`config.mk`:
```
export PLATFORM = sky130hd
export DESIGN_NAME = gpio_debounce_filter
export DESIGN_NICKNAME = d
export VERILOG_FILES = /design/src/rtl/gdb_pkg.sv /design/src/rtl/gdb_regs.sv /design/src/rtl/gdb_prescaler.sv /design/src/rtl/gdb_lane.sv /design/src/rtl/gpio_debounce_filter.sv
export SDC_FILE = /design/constraint.sdc
export NUM_CORES = 1
export LEC_CHECK = 0
export CAP_MARGIN = 10
export CORE_ASPECT_RATIO = 1.75
export CORE_MARGIN = 2
export CORE_UTILIZATION = 40
export DETAILED_ROUTE_END_ITERATION = 10
export PLACE_DENSITY = 0.65
export RECOVER_POWER = 50
export SYNTH_ARGS = -nofsm -noshare
export SYNTH_HDL_FRONTEND = slang
export SYNTH_HIERARCHICAL = 1
export SYNTH_SLANG_ARGS = --single-unit
```
`constraint.sdc`:
```
create_clock -name clk -period 8.1 [get_ports clk]
set_input_delay 2.43 -clock clk [delete_from_list [all_inputs] [get_ports clk]]
set_output_delay 2.43 -clock clk [all_outputs]
set_load 0.01 [all_outputs]
```
`src/rtl/gdb_pkg.sv`:
```
package gdb_pkg;

    localparam int CFG_AW = 8;
    localparam int CFG_DW = 32;

    // byte offsets seen by software
    localparam logic [CFG_AW-1:0] OFF_ENABLE  = 8'h40;
    localparam logic [CFG_AW-1:0] OFF_DIVISOR = 8'h44;

    typedef enum logic [1:0] {
        SEL_NONE,
        SEL_ENABLE,
        SEL_DIVISOR
    } cfg_sel_e;

    // per-pin filter state
    typedef struct packed {
        logic meta;   // first synchroniser flop
        logic sync;   // synchronised input
        logic samp;   // value seen at the previous tick
        logic filt;   // filtered output
    } lane_t;

    function automatic cfg_sel_e decode_offset(input logic [CFG_AW-1:0] a);
        if (a == OFF_ENABLE)       return SEL_ENABLE;
        else if (a == OFF_DIVISOR) return SEL_DIVISOR;
        else                       return SEL_NONE;
    endfunction

endpackage

```
`src/rtl/gdb_regs.sv`:
```
module gdb_regs
    import gdb_pkg::*;
#(
    parameter int NPINS = 16,
    parameter int DIV_W = 24
) (
    input  logic              clk,
    input  logic              rst,
    input  logic              we,
    input  logic [CFG_AW-1:0] addr,
    input  logic [CFG_DW-1:0] wdata,
    output logic [CFG_DW-1:0] rdata,
    output logic [NPINS-1:0]  en_vec,
    output logic [DIV_W-1:0]  div_val,
    output logic              div_wr
);

    cfg_sel_e sel;

    assign sel    = decode_offset(addr);
    assign div_wr = we && (sel == SEL_DIVISOR);

    always_ff @(posedge clk) begin
        if (rst) begin
            en_vec  <= '0;
            div_val <= '0;
        end else if (we) begin
            case (sel)
                SEL_ENABLE:  en_vec  <= wdata[NPINS-1:0];
                SEL_DIVISOR: div_val <= wdata[DIV_W-1:0];
                default:     ;
            endcase
        end
    end

    always_comb begin
        rdata = '0;
        case (sel)
            SEL_ENABLE:  rdata[NPINS-1:0] = en_vec;
            SEL_DIVISOR: rdata[DIV_W-1:0] = div_val;
            default:     ;
        endcase
    end

    // reset clears both registers
    a_r1_reset_vals: assert property (@(posedge clk)
        rst |=> (en_vec == '0 && div_val == '0));

    // enable vector only moves on a write to its own offset
    a_r2_en_hold: assert property (@(posedge clk) disable iff (rst)
        !(we && sel == SEL_ENABLE) |=> $stable(en_vec));

endmodule

```
`src/rtl/gdb_prescaler.sv`:
```
module gdb_prescaler #(
    parameter int DIV_W = 24
) (
    input  logic             clk,
    input  logic             rst,
    input  logic [DIV_W-1:0] div_val,
    input  logic             reload,
    output logic             tick
);

    logic [DIV_W-1:0] cnt;
    logic [DIV_W-1:0] last;

    // divisors 0 and 1 both mean one tick per cycle
    assign last = (div_val <= DIV_W'(1)) ? '0 : div_val - DIV_W'(1);
    assign tick = (cnt == last);

    always_ff @(posedge clk) begin
        if (rst)         cnt <= '0;
        else if (reload) cnt <= '0;
        else if (tick)   cnt <= '0;
        else             cnt <= cnt + DIV_W'(1);
    end

    // count never passes the programmed period
    a_r5_cnt_range: assert property (@(posedge clk) disable iff (rst)
        cnt <= last);

    // a divisor write restarts the count
    a_r7_reload: assert property (@(posedge clk) disable iff (rst)
        reload |=> cnt == '0);

endmodule

```
`src/rtl/gdb_lane.sv`:
```
module gdb_lane
    import gdb_pkg::*;
(
    input  logic clk,
    input  logic rst,
    input  logic raw,
    input  logic en,
    input  logic tick,
    output logic filt
);

    lane_t st;

    always_ff @(posedge clk) begin
        if (rst) begin
            st <= '0;
        end else begin
            st.meta <= raw;
            st.sync <= st.meta;
            if (!en) begin
                // bypass: track input and keep the sample preloaded
                st.samp <= st.sync;
                st.filt <= st.sync;
            end else if (tick) begin
                st.samp <= st.sync;
                if (st.sync == st.samp) st.filt <= st.sync;
            end
        end
    end

    assign filt = st.filt;

    // an enabled lane never accepts a value that disagrees with the last sample
    a_r4_agree: assert property (@(posedge clk) disable iff (rst)
        (en && tick && st.sync != st.samp) |=> $stable(st.filt));

endmodule

```
`src/rtl/gpio_debounce_filter.sv`:
```
module gpio_debounce_filter
    import gdb_pkg::*;
#(
    parameter int NPINS = 16,
    parameter int DIV_W = 24
) (
    input  logic              clk,
    input  logic              rst,
    input  logic              cfg_we,
    input  logic [CFG_AW-1:0] cfg_addr,
    input  logic [CFG_DW-1:0] cfg_wdata,
    output logic [CFG_DW-1:0] cfg_rdata,
    input  logic [NPINS-1:0]  pin_raw,
    output logic [NPINS-1:0]  pin_clean
);

    logic [NPINS-1:0] en_vec;
    logic [DIV_W-1:0] div_val;
    logic             div_wr;
    logic             tick;

    gdb_regs #(.NPINS(NPINS), .DIV_W(DIV_W)) u_regs (
        .clk     (clk),
        .rst     (rst),
        .we      (cfg_we),
        .addr    (cfg_addr),
        .wdata   (cfg_wdata),
        .rdata   (cfg_rdata),
        .en_vec  (en_vec),
        .div_val (div_val),
        .div_wr  (div_wr)
    );

    gdb_prescaler #(.DIV_W(DIV_W)) u_presc (
        .clk     (clk),
        .rst     (rst),
        .div_val (div_val),
        .reload  (div_wr),
        .tick    (tick)
    );

    for (genvar i = 0; i < NPINS; i++) begin : g_lane
        gdb_lane u_lane (
            .clk  (clk),
            .rst  (rst),
            .raw  (pin_raw[i]),
            .en   (en_vec[i]),
            .tick (tick),
            .filt (pin_clean[i])
        );
    end

    // enabled pins only move on a tick
    a_r4_tick_only: assert property (@(posedge clk) disable iff (rst)
        !tick |=> ((pin_clean ^ $past(pin_clean)) & $past(en_vec)) == '0);

endmodule

```
==> results of run 1 <==
[power breakdown]
| part | total, mW | internal, mW | switching [mW] |
|---|---|---|---|
| registers | 0.655 | 0.645 | 0.0104 |
| clock network | 0.757 | 0.458 | 0.299 |
| logic | 0.191 | 0.0708 | 0.120 |
[registers in the layout (all words and copies together), names as in the netlist]
register and flops:
u_regs/div_val 24, g_lane.u_lane/st 48, u_regs/en_vec 16, g_lane.u_lane/filt 16, u_presc/cnt 24
[through the flow]
stage	hold slack [ps]	std cells	power [mW]	setup slack, ps
after detailed placement	422	1028	0.861	1010
after global placement	416	1028	0.860	1040
after CTS	438	1060	1.62	992
final	433	1060	1.60	1050
after floorplan	414	749	0.801	2260
after global routing	453	1060	1.67	863
[path summary, 6_finish.rpt]
path                            cells after the start                      end                     from  slack (ps)
worst max-delay path                                5            cfg_rdata[13]              cfg_addr[5]        1050
worst min register to register                      1  g_lane[11].u_lane/st[2]  g_lane[11].u_lane/st[3]         430
worst min-delay path                                1  g_lane[11].u_lane/st[2]  g_lane[11].u_lane/st[3]         430
worst max register to register                     13   g_lane[12].u_lane/filt        u_regs/div_val[0]        3590
[cell type report]
class | instances | share of cell area
Inverter | 12 | 0.00534
Tap cell | 227 | 0.0337
Clock buffer | 18 | 0.0509
Sequential cell | 128 | 0.304
Multi-Input combinational cell | 565 | 0.477
Timing Repair Buffer | 96 | 0.111
Clock inverter | 14 | 0.0184
[kinds of logic after synthesis]
group           count (synthesis)  share of synthesized area
simple gates                  338                      0.313
flops                         128                      0.373
compound gates                 99                     0.0980
mux                            74                      0.108
buf+inv                        56                     0.0450
xor+xnor                       43                     0.0568
fa+ha+maj                       3                    0.00546
other cells                     1                   0.000546
[layer usage]
layer  wire length, microns  GRT usage  share of wire  up-vias
met3                    474     0.0339          0.029       33
met1                   6460      0.195           0.40     2550
li1                       -          -              -     2758
met4                    487     0.0866          0.030        0
met2                   8680      0.328           0.54      118
met5                      0          0              0        -
[layout by cell type, fill, tap and decap left out, types with 22 or more instances in the layout]
cell and instances:
sky130_fd_sc_hd__nor2_1 56, sky130_fd_sc_hd__a21oi_1 25, sky130_fd_sc_hd__nor4_1 22, sky130_fd_sc_hd__nand2b_1 83
sky130_fd_sc_hd__clkdlybuf4s50_1 75, sky130_fd_sc_hd__mux2i_1 73, sky130_fd_sc_hd__xnor2_1 27, sky130_fd_sc_hd__dfxtp_1 128
sky130_fd_sc_hd__nand2_1 32, sky130_fd_sc_hd__nor2b_1 32
[worst max-delay path: stages]
cell and delay, ps:
sky130_fd_sc_hd__clkdlybuf4s50_1 440, sky130_fd_sc_hd__nor4b_4 400, sky130_fd_sc_hd__nand2_1 490, sky130_fd_sc_hd__nor2_1 280, sky130_fd_sc_hd__clkdlybuf4s50_1 560
==> impl_metrics.prom, run 1 <==
# TYPE chip_impl_metric gauge
chip_impl_metric{name="numPortBuffers",unit=""} 90
chip_impl_metric{name="yosys.area.top_type_share",unit=""} 0.373
chip_impl_metric{name="yosysUniqueCellTypes",unit=""} 68
chip_impl_metric{name="dr_total_vias",unit=""} 5459
chip_impl_metric{name="syn_area",unit="sq mm"} 0.00687
chip_impl_metric{name="synth-seq-cells",unit=""} 128
chip_impl_metric{name="grt_overflow_total",unit=""} 0
chip_impl_metric{name="critical_path_required",unit="ps"} 5670
chip_impl_info{name="synth_top_cells_by_area",value="sky130_fd_sc_hd__dfxtp_1 37%, sky130_fd_sc_hd__mux2i_1 11%, sky130_fd_sc_hd__nand2b_1 7.6%, sky130_fd_sc_hd__xnor2_1 3.4%, sky130_fd_sc_hd__nor2b_4 3.2%"} 1
chip_impl_info{name="ranking_of_synthesized_cells_by_instance_count",value="128 x sky130_fd_sc_hd__dfxtp_1, 83 x sky130_fd_sc_hd__nand2b_1, 73 x sky130_fd_sc_hd__mux2i_1, 56 x sky130_fd_sc_hd__nor2_1"} 1
chip_impl_metric{name="nNetsFinal",unit=""} 882
chip_impl_metric{name="io_pins",unit=""} 107
chip_impl_metric{name="p_leak",unit="nW"} 3.26
chip_impl_info{name="setup.worst_path.start_class",value="input pin"} 1
chip_impl_info{name="yosys.cell_count.top_type",value="sky130_fd_sc_hd__dfxtp_1"} 1
chip_impl_metric{name="dp.final_hpwl",unit="microns"} 11500
chip_impl_metric{name="core.rowCount",unit=""} 63
chip_impl_metric{name="drtIter0Drc",unit=""} 251
chip_impl_metric{name="synth-async-reset-ratio",unit=""} 0
chip_impl_metric{name="initial_core_util",unit=""} 0.407
chip_impl_metric{name="place_congestion",unit=""} 0.872
chip_impl_metric{name="grt_start_max_net_pins",unit=""} 91
chip_impl_metric{name="postCtsSetupRepairBufs",unit=""} 0
chip_impl_metric{name="worstPathArrival",unit="ps"} 4620
chip_impl_info{name="clk_root_buffer_cell",value="sky130_fd_sc_hd__clkbuf_16"} 1
chip_impl_metric{name="yosysSeqAreaShare",unit=""} 0.373
chip_impl_metric{name="fmax",unit="GHz"} 0.142
chip_impl_metric{name="remaining_drc_errors",unit=""} 0
chip_impl_info{name="yosys_most_used_dff",value="sky130_fd_sc_hd__dfxtp_1"} 1
chip_impl_metric{name="worst_skew_pair.late_latency",unit="ps"} 420
chip_impl_metric{name="seq_area",unit="sq mm"} 0.00256
chip_impl_metric{name="ctsResizeCount",unit=""} 0
chip_impl_metric{name="cts_hold_buf",unit=""} 0
chip_impl_metric{name="area_delta_synth_final",unit="%"} 22.8
chip_impl_metric{name="post-route-util",unit=""} 0.500
chip_impl_info{name="rsz_0062_raised_after_global_routing",value="false"} 1
chip_impl_metric{name="antenna_cells_inserted",unit=""} 0
chip_impl_metric{name="clkSlewWorstSetupHoldPaths",unit="ps"} 60
chip_impl_metric{name="via_per_inst",unit=""} 5.15
chip_impl_metric{name="multi_input_combinational_cell_area",unit="sq mm"} 0.00403
chip_impl_metric{name="fp.dieH",unit="microns"} 177
chip_impl_metric{name="routed_wirelength",unit="microns"} 16100
chip_impl_metric{name="design.die.area",unit="sq mm"} 0.0183
chip_impl_metric{name="cts_buffers",unit=""} 17
chip_impl_metric{name="coreArea",unit="sq mm"} 0.0169
chip_impl_info{name="critPathCaptureType",value="output port"} 1
chip_impl_info{name="outcome",value="finished with violations"} 1
chip_impl_metric{name="placement.cell_area",unit="sq mm"} 0.00786
chip_impl_metric{name="post-route-cell-area",unit="sq mm"} 0.00844
chip_impl_metric{name="clock_sink_count",unit=""} 128
chip_impl_metric{name="layout.filler_cells",unit=""} 1624
chip_impl_metric{name="max-vdd-ir-drop",unit="uV"} 127
chip_impl_metric{name="fraction_of_final_layout_cells_with_drive_strength_greater_than_1",unit=""} 0.0924
chip_impl_metric{name="slew-limit-headroom",unit=""} -1.06
chip_impl_info{name="timing.hold.worst.class",value="flop to flop"} 1
chip_impl_metric{name="synthesis.yosys.warnings",unit=""} 6
chip_impl_metric{name="drv_cap",unit=""} 2
chip_impl_metric{name="first_pass_iters",unit=""} 5
chip_impl_metric{name="power.density_cell_area",unit="mW/mm^2"} 190
chip_impl_metric{name="synth-edff-count",unit=""} 0
chip_impl_metric{name="detail-route-antenna-nets",unit=""} 0
chip_impl_metric{name="finalMaxSlewViolations",unit=""} 152
chip_impl_metric{name="timing.final.crit_share",unit=""} 0.870
chip_impl_metric{name="final_setup_violation_count",unit=""} 0
chip_impl_metric{name="final_hold_vios",unit=""} 0
chip_impl_metric{name="syn_inst",unit=""} 742
chip_impl_metric{name="worst-path-max-fanout",unit=""} 16
chip_impl_metric{name="initial_antenna_violation_count",unit=""} 0
chip_impl_info{name="violations",value="max-capacitance violations, max-slew violations"} 1
chip_impl_metric{name="setup_total_negative_slack",unit="ps"} 0
chip_impl_metric{name="syn-mean-instance-area",unit="sq um"} 9.26
chip_impl_metric{name="skew",unit="ps"} 13.8
chip_impl_metric{name="first_global_vias",unit=""} 5329
chip_impl_metric{name="cts.path.max_buffers",unit=""} 2
chip_impl_metric{name="avgRoutedWirePerCell",unit="microns"} 15.2
chip_impl_info{name="synthDominantAreaCellType",value="sky130_fd_sc_hd__dfxtp_1"} 1
chip_impl_metric{name="track_usage",unit=""} 0.180
chip_impl_metric{name="h-tree-depth",unit=""} 4
chip_impl_metric{name="slew_at_the_pin_closest_to_its_max_slew_limit",unit="ps"} 3080
chip_impl_info{name="cts_tree",value="built"} 1
chip_impl_metric{name="floorplan.die.width",unit="microns"} 103
chip_impl_metric{name="grt_pass1_wl",unit="microns"} 25900
chip_impl_metric{name="final_period_minus_worst_setup_slack",unit="ps"} 7050
chip_impl_info{name="critical_path_class",value="input pin to output port"} 1
Power figures use the tool's default switching activity.
==> run 2: changes to the inputs <==
--- a/config.mk
+++ b/config.mk
@@ -9,6 +9,7 @@
 export CORE_ASPECT_RATIO = 1.75
 export CORE_MARGIN = 2
 export CORE_UTILIZATION = 40
+export CTS_CLUSTER_SIZE = 30
 export DETAILED_ROUTE_END_ITERATION = 10
 export PLACE_DENSITY = 0.65
 export RECOVER_POWER = 50
==> results of run 2 <==
The final DEF is identical to that of run 1; final timing and power are the same.
